File: src/rtl/lfsr_il_pkg.sv
package lfsr_il_pkg;

  typedef enum logic {
    PH_A = 1'b0,
    PH_B = 1'b1
  } phase_e;

  // Feedback mask for an m-stage right-shifting register whose new bit
  // enters at the top. Mask bit (m - t) is set for every tap t.
  function automatic logic [15:0] tap_mask(input int unsigned m);
    logic [15:0] r;
    case (m)
      2:       r = 16'h0003;
      3:       r = 16'h0003;
      4:       r = 16'h0003;
      5:       r = 16'h0005;
      6:       r = 16'h0003;
      7:       r = 16'h0003;
      8:       r = 16'h001D;
      9:       r = 16'h0011;
      10:      r = 16'h0009;
      11:      r = 16'h0005;
      12:      r = 16'h0941;
      13:      r = 16'h1601;
      14:      r = 16'h2A01;
      15:      r = 16'h0003;
      16:      r = 16'h100B;
      default: r = 16'h0003;
    endcase
    return r;
  endfunction

endpackage

File: src/rtl/lfsr_il_phase.sv
module lfsr_il_phase
  import lfsr_il_pkg::*;
(
  input  logic clk,
  input  logic rst_n,
  input  logic enable,
  input  logic seed_load,
  output logic adv_a,
  output logic adv_b
);

  phase_e ph_q;
  phase_e ph_d;
  logic   run;

  assign run = enable & ~seed_load;

  always_comb begin
    ph_d = ph_q;
    if (seed_load) begin
      ph_d = PH_A;
    end else if (enable) begin
      ph_d = (ph_q == PH_A) ? PH_B : PH_A;
    end
  end

  always_ff @(posedge clk or negedge rst_n) begin
    if (!rst_n) begin
      ph_q <= PH_A;
    end else if (seed_load | enable) begin
      ph_q <= ph_d;
    end
  end

  assign adv_a = run & (ph_q == PH_A);
  assign adv_b = run & (ph_q == PH_B);

endmodule

File: src/rtl/lfsr_il_half.sv
module lfsr_il_half
  import lfsr_il_pkg::*;
#(
  parameter int unsigned STAGES = 4
) (
  input  logic              clk,
  input  logic              rst_n,
  input  logic              load,
  input  logic [STAGES-1:0] seed,
  input  logic              step,
  output logic [STAGES-1:0] state
);

  localparam logic [15:0]       FULL_MASK = tap_mask(STAGES);
  localparam logic [STAGES-1:0] TAPS      = FULL_MASK[STAGES-1:0];
  localparam logic [STAGES-1:0] ONE       = STAGES'(1);

  logic [STAGES-1:0] st_q;
  logic [STAGES-1:0] st_d;
  logic [STAGES-1:0] seed_safe;
  logic              fb;

  assign seed_safe = (seed == '0) ? ONE : seed;
  assign fb        = ^(st_q & TAPS);

  always_comb begin
    st_d = st_q;
    if (load) begin
      st_d = seed_safe;
    end else if (step) begin
      st_d = {fb, st_q[STAGES-1:1]};
    end
  end

  always_ff @(posedge clk or negedge rst_n) begin
    if (!rst_n) begin
      st_q <= ONE;
    end else if (load | step) begin
      st_q <= st_d;
    end
  end

  assign state = st_q;

endmodule

File: src/rtl/lfsr_il_weave.sv
module lfsr_il_weave #(
  parameter int unsigned HALF = 4
) (
  input  logic [HALF-1:0]   half_a,
  input  logic [HALF-1:0]   half_b,
  output logic [2*HALF-1:0] vec
);

  for (genvar j = 0; j < HALF; j++) begin : g_bit
    assign vec[2*j+1] = half_a[j];
    assign vec[2*j]   = half_b[j];
  end

endmodule

File: src/rtl/lfsr_il_gen.sv
module lfsr_il_gen #(
  parameter  int unsigned WIDTH = 8,
  localparam int unsigned HALF  = WIDTH / 2
) (
  input  logic             clk,
  input  logic             rst_n,
  input  logic             enable,
  input  logic             seed_load,
  input  logic [HALF-1:0]  seed_a,
  input  logic [HALF-1:0]  seed_b,
  output logic [WIDTH-1:0] test_vec
);

  localparam int unsigned NHALF = 2;

  logic                      rst_meta;
  logic                      rst_sync;
  logic                      adv_a;
  logic                      adv_b;
  logic [NHALF-1:0]          step_v;
  logic [NHALF-1:0][HALF-1:0] seed_v;
  logic [NHALF-1:0][HALF-1:0] state_v;
  logic [HALF-1:0]           st_a;
  logic [HALF-1:0]           st_b;

  always_ff @(posedge clk or negedge rst_n) begin
    if (!rst_n) begin
      rst_meta <= 1'b0;
      rst_sync <= 1'b0;
    end else begin
      rst_meta <= 1'b1;
      rst_sync <= rst_meta;
    end
  end

  lfsr_il_phase u_phase (
    .clk       (clk),
    .rst_n     (rst_sync),
    .enable    (enable),
    .seed_load (seed_load),
    .adv_a     (adv_a),
    .adv_b     (adv_b)
  );

  assign step_v = {adv_b, adv_a};
  assign seed_v = {seed_b, seed_a};

  for (genvar h = 0; h < NHALF; h++) begin : g_half
    lfsr_il_half #(
      .STAGES (HALF)
    ) u_half (
      .clk   (clk),
      .rst_n (rst_sync),
      .load  (seed_load),
      .seed  (seed_v[h]),
      .step  (step_v[h]),
      .state (state_v[h])
    );
  end

  assign st_a = state_v[0];
  assign st_b = state_v[1];

  lfsr_il_weave #(
    .HALF (HALF)
  ) u_weave (
    .half_a (st_a),
    .half_b (st_b),
    .vec    (test_vec)
  );

endmodule

File: config.mk
export PLATFORM = sky130hd
export DESIGN_NAME = lfsr_il_gen
export DESIGN_NICKNAME = d
export VERILOG_FILES = /design/src/rtl/lfsr_il_pkg.sv /design/src/rtl/lfsr_il_phase.sv /design/src/rtl/lfsr_il_half.sv /design/src/rtl/lfsr_il_weave.sv /design/src/rtl/lfsr_il_gen.sv
export SDC_FILE = /design/constraint.sdc
export NUM_CORES = 1
export LEC_CHECK = 0
export CAP_MARGIN = 10
export CORE_AREA = 8 8 45 47
export CTS_BUF_LIST = sky130_fd_sc_hd__clkbuf_8
export CTS_CLUSTER_DIAMETER = 60
export CTS_CLUSTER_SIZE = 16
export DETAILED_ROUTE_END_ITERATION = 12
export DIE_AREA = 0 0 53 55
export PLACE_DENSITY_LB_ADDON = 0.08
export REMOVE_ABC_BUFFERS = 1
export SLEW_MARGIN = 20
export SYNTH_ARGS = -nofsm -noshare
export SYNTH_HDL_FRONTEND = slang
export SYNTH_SLANG_ARGS = --single-unit
File: constraint.sdc
create_clock -name clk -period 1.6 [get_ports clk]
set_input_delay 0.24 -clock clk [delete_from_list [all_inputs] [get_ports clk]]
set_output_delay 0.24 -clock clk [all_outputs]
set_load 0.1 [all_outputs]
* Word-level counts from Yosys, hierarchy flattened
Cells that the tools add are included. Widths: inputs -> output; s select.
Word-level totals: register bits after elaboration 11, bits of input ports 12, output and inout bits 8, logic and storage cells 32
Cells by class: multiplexer cells 9, bitwise gates (word level) 8, reduce and logical (&&, ||, !) cells 10
Operator list (count):
- $mux 4 | 6
- $logic_not 4->1 | 2
- $reduce_xor 4->1 | 2
- $reduce_and 2->1 | 3
- $reduce_bool 2->1 | 3
- $and 1x1->1 | 3
- $mux 1 | 3
- $or 1x1->1 | 3
- $not 1->1 | 2

* Logic depth before layout (Yosys ltp)
Gate-level depths: netlist of the first run.
depth after elaboration 5, mapped depth 4

* Cells and area by module
A second synthesis of the first run with hierarchy kept.
Second synthesis, totals: cell total of the unflattened synthesis 54, area total of the unflattened synthesis 599.3 µm²
By module, submodules not included:
- lfsr_il_half | times used 2, cells each 19, area each 215.2 µm²
- lfsr_il_weave | times used 1, cells each 8, area each 60.1 µm²
- lfsr_il_phase | times used 1, cells each 5, area each 55.1 µm²
- lfsr_il_gen | times used 1, cells each 3, area each 53.8 µm²

* Worst setup path before layout of the first run
Ideal clock, no wire load.
path kind reg2reg, start point register g_half[1].u_half.st_q[1], end point register g_half[1].u_half.st_q[0], library setup time 73 ps, arrival 1438 ps, data required time 1527 ps, slack 89 ps, stages on the path, launching flop included 4, buffers on the path 0, period minus slack after synthesis 1511 ps, cells stage by stage dfrtp_1 and3_2 a211oi_1 a21oi_1
Between the ends: longest elaborated chain between the ends 2
RTL lines:
- from (decl) | line lfsr_il_half.sv:18 | logic [STAGES-1:0] st_q;
- from (signal assigned) | line lfsr_il_half.sv:39 | st_q <= st_d;
- $mux 4 | line lfsr_il_half.sv:30 | end else if (step) begin
- $mux 4 | line lfsr_il_half.sv:28 | if (load) begin
Every way passes these cells. The select of a mux whose other input is x is not followed. A chain may end at the register's enable or synchronous reset.

* Worst setup path after layout of the first run
start point register g_half[1].u_half.st_q[0], end point output port test_vec[0]
RTL lines:
- to (decl) | line lfsr_il_gen.sv:11 | output logic [WIDTH-1:0] test_vec
No word-level cell between the ends.

==> results by group, run 1 <==
Synthesis
  – Ys Warns: 0
  – Post-synth cell types: 18
  – Post-Synthesis Mean Instance Area: 10.7 µm²
  – Sequential share of the synthesized area: 0.541
  – FF+latch count, synth: 11
  – Post-synthesis cell area: 513 µm²
  – Post-synthesis cell count: 48

STA
  – WHS: 0.140 ns
  – Setup Skew: 0.00481 ns
  – Slew Limit Fails: 0
  – RSZ-0062 raised after global routing: false
  – Final Hold Vio Count: 0
  – # setup viols final: 0
  – Tmin final: 1.23 ns
  – Setup TNS: 0 ns
  – Final setup margin: 0.368 ns
  – Final period utilization: 0.770
  – Fmax: 0.812 GHz

Clocking
  – Clk sinks: 11
  – Worst skew pair latency: 0.23 ns
  – Post-CTS Repair Setup Buffers: 0
  – Clock buffer depth: 2
  – TritonCTS buffer count: 3
  – CTS H-tree lvls: 1
  – Hold_buf cts: 0
  – CTS tree: built
  – Clock tree root buffer cell: clkbuf_8
  – Post-CTS sizing: 0
  – Clock Pin Slew Worst Setup and Hold Paths: 0.05 ns

Run
  – Max_cap viols: 0

Critical path
  – CP Cell Sequence: buf_12
  – Setup CP Type: reg -> out
  – WP data arrival: 0.99 ns
  – CP required: 1.36 ns
  – Worst path slowest cell: dfstp_2
  – Max stage delay on crit path: 0.57 ns
  – Top Family by Delay on Critical Path: flip-flops
  – CP max FO: 3
  – CP startpoint kind: register
  – Crit. End Element: primary output
  – Crit path buf inv count: 1

Route
  – # DRC: 0
  – Via count: 410
  – Antenna-violating nets left: 0
  – Drt first pass iters: 4
  – Wire per inst: 12.7 µm
  – Total wire length: 1090 µm
  – DRT iter0 DRCs: 7
  – Vias per cell: 4.77

Final layout
  – Util after Layout: 0.609
  – Fin area: 843 µm²
  – FF+latch area: 278 µm²
  – Share of layout cells above drive strength 1: 0.243
  – Final cell count without fillers: 86
  – Multi-input gate area: 214 µm²
  – Nets: 83
  – Count of filler cells inserted in the layout: 114
  – Area delta synth->final: 64.4%
  – Antenna Cells: 0

Power and ir drop
  – Leakage: 0.398 nW
  – Total chip power: 997 µW
  – Cell area power density: 1180 nW/µm²
  – Max VDD drop: 569 µV

GRT
  – First-pass GRT wire length: 1930 µm
  – Remaining Overflow, GRT: 0
  – Largest net degree at the start of global routing: 10
  – Initial antenna violation count: 0
  – Gr usage total: 0.0883
  – Vias in the first global route: 469

Floorplanning
  – Chip width: 53 µm
  – Die area: 2920 µm²
  – Die Y: 55 µm
  – Area of the core: 1380 µm²
  – Starting density of the core: 0.371
  – IO Pins: 20
  – Cell Rows: 14

Place
  – GP Congestion: 0.659
  – Placed inst area: 797 µm²
  – # port buffers: 19
  – Dpl cells: 82
  – HPWL Detailed: 903 µm
  – Placement Setup Slack: 0.238 ns

Run status
  – Status: complete, no violations

Worst hold path
  – Worst hold path class: reg -> async
[flip-flops by register name, summed over array words and instances (netlist names)]
name and flops:
u_phase.ph_q 1, rst_meta 1, rst_sync 1, g_half.u_half.state 8
[layout make-up]
type	instances	share of cell area
clock buffer	3	0.0490
clock inverter	1	0.00593
multi-input combinational	34	0.254
sequential	11	0.329
tap	16	0.0237
timing repair buffer	21	0.338
[worst register-to-register path, delay by kind of cell, from the launching register on]
kind	cells	cell delay (ns)
flops	1	0.57
mux	1	0.08
xor+xnor	1	0.16
compound gates	1	0.17
[power breakdown]
part           switching, mW  internal (mW)
clock                 0.0974          0.170
sequential            0.0406          0.312
combinational          0.228          0.148
[per-layer routing]
| layer | global-route usage | share of wire | vias up |
|---|---|---|---|
| met5 | 0 | 0 | - |
| met4 | 0.0517 | 0 | 0 |
| met3 | 0.0561 | 0.12 | 0 |
| met2 | 0.123 | 0.41 | 18 |
| met1 | 0.100 | 0.46 | 187 |
| li1 | - | - | 205 |
[cell usage in the layout, fill, tap and decap left out, types with 3 or more instances in the layout]
master	count
clkdlybuf4s50_1	11
nand2_1	7
o21ai_1	3
dfrtp_1	9
mux2i_1	8
buf_12	8
clkbuf_8	3
o21ai_0	3
[synth_stat cells (all sizes together)]
master / n / area share
and3: 1 / 0.015
a21oi: 2 / 0.020
o21ai: 6 / 0.059
xor2: 2 / 0.034
a211oi: 1 / 0.015
buf: 2 / 0.032
dfrtp: 9 / 0.44
nor3: 2 / 0.020
or2b: 1 / 0.015
conb: 1 / 0.0073
mux2i: 8 / 0.16
nand2b: 1 / 0.012
nand2: 7 / 0.051
nor2: 2 / 0.015
clkbuf: 1 / 0.0097
dfstp: 2 / 0.10
[kinds of logic after synthesis]
kind of cell	count (synthesis)	share of synthesized area
buf+inv	3	0.0414
flops	11	0.541
other cells	1	0.00731
mux	8	0.156
simple gates	14	0.127
compound gates	9	0.0927
xor+xnor	2	0.0342
[path summary, 6_finish.rpt]
path / start / endpoint / slack [ns] / cells past startpoint
max: g_half[1].u_half.state[0]$_DFFE_PN1P_ / test_vec[0] / 0.37 / 1
min: rst_sync$_DFF_PN0_ / g_half[1].u_half.state[2]$_DFFE_PN0P_ / 0.14 / 0
max reg2reg: g_half[1].u_half.state[0]$_DFFE_PN1P_ / g_half[1].u_half.state[3]$_DFFE_PN0P_ / 0.53 / 3
min reg2reg: rst_sync$_DFF_PN0_ / g_half[1].u_half.state[2]$_DFFE_PN0P_ / 0.14 / 0
max in group asynchronous: rst_sync$_DFF_PN0_ / g_half[1].u_half.state[0]$_DFFE_PN1P_ / 1.16 / 0
min in group clk: rst_meta$_DFF_PN0_ / rst_sync$_DFF_PN0_ / 0.35 / 0
(Power assumes the default switching activity.)
==> run 2, diff against run 1 <==
==> constraint.sdc (replaced) <==
create_clock -name clk -period 1.23 [get_ports clk]
set_input_delay 0.1845 -clock clk [delete_from_list [all_inputs] [get_ports clk]]
set_output_delay 0.1845 -clock clk [all_outputs]
set_load 0.1 [all_outputs]
==> results by group, run 2 (synthesized netlist as in run 1, its figures left out) <==
Critical path
  – CP startpoint kind: register (unchanged)
  – Register-to-register setup slack: 0.11 ns (was 0.53 ns)
  – CP max FO: 3 (unchanged)
  – Critical path depth: 1 (unchanged)
  – Crit path buf inv count: 1 (unchanged)
  – WP data arrival: 0.99 ns (about the same)
  – CP Cell Sequence: buf_12 (unchanged)
  – CP required: 1.05 ns (was 1.36 ns)
  – Setup CP Type: reg -> out (unchanged)
  – Top Family by Delay on Critical Path: flip-flops (unchanged)
  – Worst setup path start: g_half[0].u_half.state[0]$_DFFE_PN1P_ (was g_half[1].u_half.state[0]$_DFFE_PN1P_)
  – Crit Reg-Reg Endpoint: g_half[1].u_half.state[3]$_DFFE_PN0P_ (unchanged)
  – Reg2Reg Depth: 3 (unchanged)
  – Crit. End Element: primary output (unchanged)
  – Worst path slowest cell: dfstp_2 (unchanged)
  – Max stage delay on crit path: 0.58 ns (was 0.57 ns)
  – CP endpoint: test_vec[1] (was test_vec[0])
  – Critical R2R Launch: g_half[1].u_half.state[0]$_DFFE_PN1P_ (unchanged)

Route
  – Antenna-violating nets left: 0 (unchanged)
  – # DRC: 0 (unchanged)
  – Vias per cell: 4.82 (was 4.77)
  – Wire per inst: 13.3 µm (was 12.7 µm)
  – DRT met1 WL: 486 µm (was 501 µm)
  – DRT iter0 DRCs: 9 (was 7)
  – Drt first pass iters: 4 (unchanged)
  – Via count: 410 (unchanged)
  – Total wire length: 1130 µm (was 1090 µm)
  – Routed wl met2: 497 µm (was 452 µm)
  – Max layer used: met4 (was met3)
  – Met3 WL post-DR: 134 µm (was 136 µm)

STA
  – Final setup margin: 0.0515 ns (was 0.368 ns)
  – Fmax: 0.849 GHz
  – RSZ-0062 raised after global routing: false (unchanged)
  – Final Hold Vio Count: 0 (unchanged)
  – Final period utilization: 0.958
  – Slew Limit Fails: 0 (unchanged)
  – Tmin final: 1.18 ns
  – Setup Skew: 0.00437 ns (was 0.00481 ns)
  – # setup viols final: 0 (unchanged)

Clocking
  – Post-CTS sizing: 0 (unchanged)
  – Clk sinks: 11 (unchanged)
  – Hold_buf cts: 0 (unchanged)
  – Post-CTS Repair Setup Buffers: 0 (unchanged)
  – CTS tree: built (unchanged)
  – Clock buffer depth: 2 (unchanged)
  – CTS H-tree lvls: 1 (unchanged)
  – Worst skew pair latency: 0.23 ns (about the same)
  – Clock tree root buffer cell: clkbuf_8 (unchanged)
  – Clock Pin Slew Worst Setup and Hold Paths: 0.05 ns (about the same)
  – TritonCTS buffer count: 3 (unchanged)

Final layout
  – Fin area: 847 µm² (was 843 µm²)
  – Most common cell after layout, fill and taps aside: clkdlybuf4s50_1 (unchanged)
  – Nets: 82 (was 83)
  – Count of filler cells inserted in the layout: 113 (was 114)
  – Antenna Cells: 0 (unchanged)
  – Max FFs per register: 8 (unchanged)
  – Share of layout cells above drive strength 1: 0.217 (was 0.243)
  – Most frequent cells in the layout: clkdlybuf4s50_1 (11), dfrtp_1 (9), buf_12 (9) (was clkdlybuf4s50_1 (11), dfrtp_1 (9), mux2i_1 (8), buf_12 (8), nand2_1 (7))
  – Area delta synth->final: 65.1% (was 64.4%)
  – Util after Layout: 0.612 (was 0.609)

Floorplanning
  – Cell Rows: 14 (unchanged)
  – Die area: 2920 µm² (unchanged)
  – Starting density of the core: 0.371 (unchanged)
  – IO Pins: 20 (unchanged)
  – Area of the core: 1380 µm² (unchanged)
  – Die Y: 55 µm (unchanged)
  – Chip width: 53 µm (unchanged)

Worst hold path
  – Worst hold path class: in -> async (was reg -> async)

Power and ir drop
  – Max VDD drop: 886 µV (was 569 µV)
  – Cell area power density: 1530 nW/µm² (was 1180 nW/µm²)
  – Leakage: 0.399 nW (was 0.398 nW)

Run status
  – Status: complete, no violations (unchanged)

Run
  – Max_cap viols: 0 (unchanged)

Place
  – Placement Setup Slack: -0.0918 ns (was 0.238 ns)
  – Placed inst area: 802 µm² (was 797 µm²)
  – HPWL Detailed: 880 µm (was 903 µm)
  – # port buffers: 19 (unchanged)
  – GP Congestion: 0.658 (was 0.659)

GRT
  – Initial antenna violation count: 0 (unchanged)
  – Vias in the first global route: 450 (was 469)
  – Gr usage total: 0.0918 (was 0.0883)
  – First-pass GRT wire length: 2010 µm (was 1930 µm)
  – Largest net degree at the start of global routing: 17 (was 10)
  – Remaining Overflow, GRT: 0 (unchanged)
[run 2: cell count changes in the layout (fill, tap and decap cells not counted)]
cell      change
buf_12        +1
inv_1         +1
clkinv_2      -1
buf_4         -2
[run 2: worst min path at each step]
| stage | from | end | slack (ns) |
|---|---|---|---|
| floorplan | rst_n | rst_meta$_DFF_PN0_ | -0.11 |
| global placement | rst_sync$_DFF_PN0_ | g_half[1].u_half.state[2]$_DFFE_PN0P_ | 0.15 |
| detailed placement | rst_sync$_DFF_PN0_ | g_half[1].u_half.state[2]$_DFFE_PN0P_ | 0.15 |
| CTS | rst_n | rst_meta$_DFF_PN0_ | 0.11 |
| global route | rst_n | rst_sync$_DFF_PN0_ | 0.12 |
| finish | rst_n | rst_meta$_DFF_PN0_ | 0.11 |
[run 2: layout make-up]
cell class / count / area, µm² / area share
Timing Repair Buffer: 20 / 290 / 0.343
Sequential cell: 11 / 278 / 0.328
Multi-Input combinational cell: 34 / 214 / 0.253
Clock buffer: 3 / 41.3 / 0.0487
Tap cell: 16 / 20.0 / 0.0236
Clock inverter: 1 / 3.75 / 0.00443
[run 2: power by group]
part | internal (mW) | switching (mW) | leakage, nW
combinational | 0.195 | 0.297 | 0.242
clock | 0.218 | 0.123 | 0.0269
sequential | 0.406 | 0.0549 | 0.130
[run 2: through the flow]
step                      power (mW)  instances  TNS (ns)  hold slack [ns]
after floorplan                0.738         45     -1.07           -0.111
after global placement         0.958         81    -0.290            0.149
after detailed placement       0.960         81    -0.471            0.150
after CTS                       1.31         85         0            0.110
after global routing            1.36         85         0            0.120
final                           1.29         85         0            0.113
[run 2: metal layers]
| layer | global-route usage | up-vias |
|---|---|---|
| li1 | - | 204 |
| met1 | 0.108 | 188 |
| met2 | 0.139 | 16 |
| met3 | 0.0455 | 2 |
| met4 | 0.0388 | 0 |
| met5 | 0 | - |
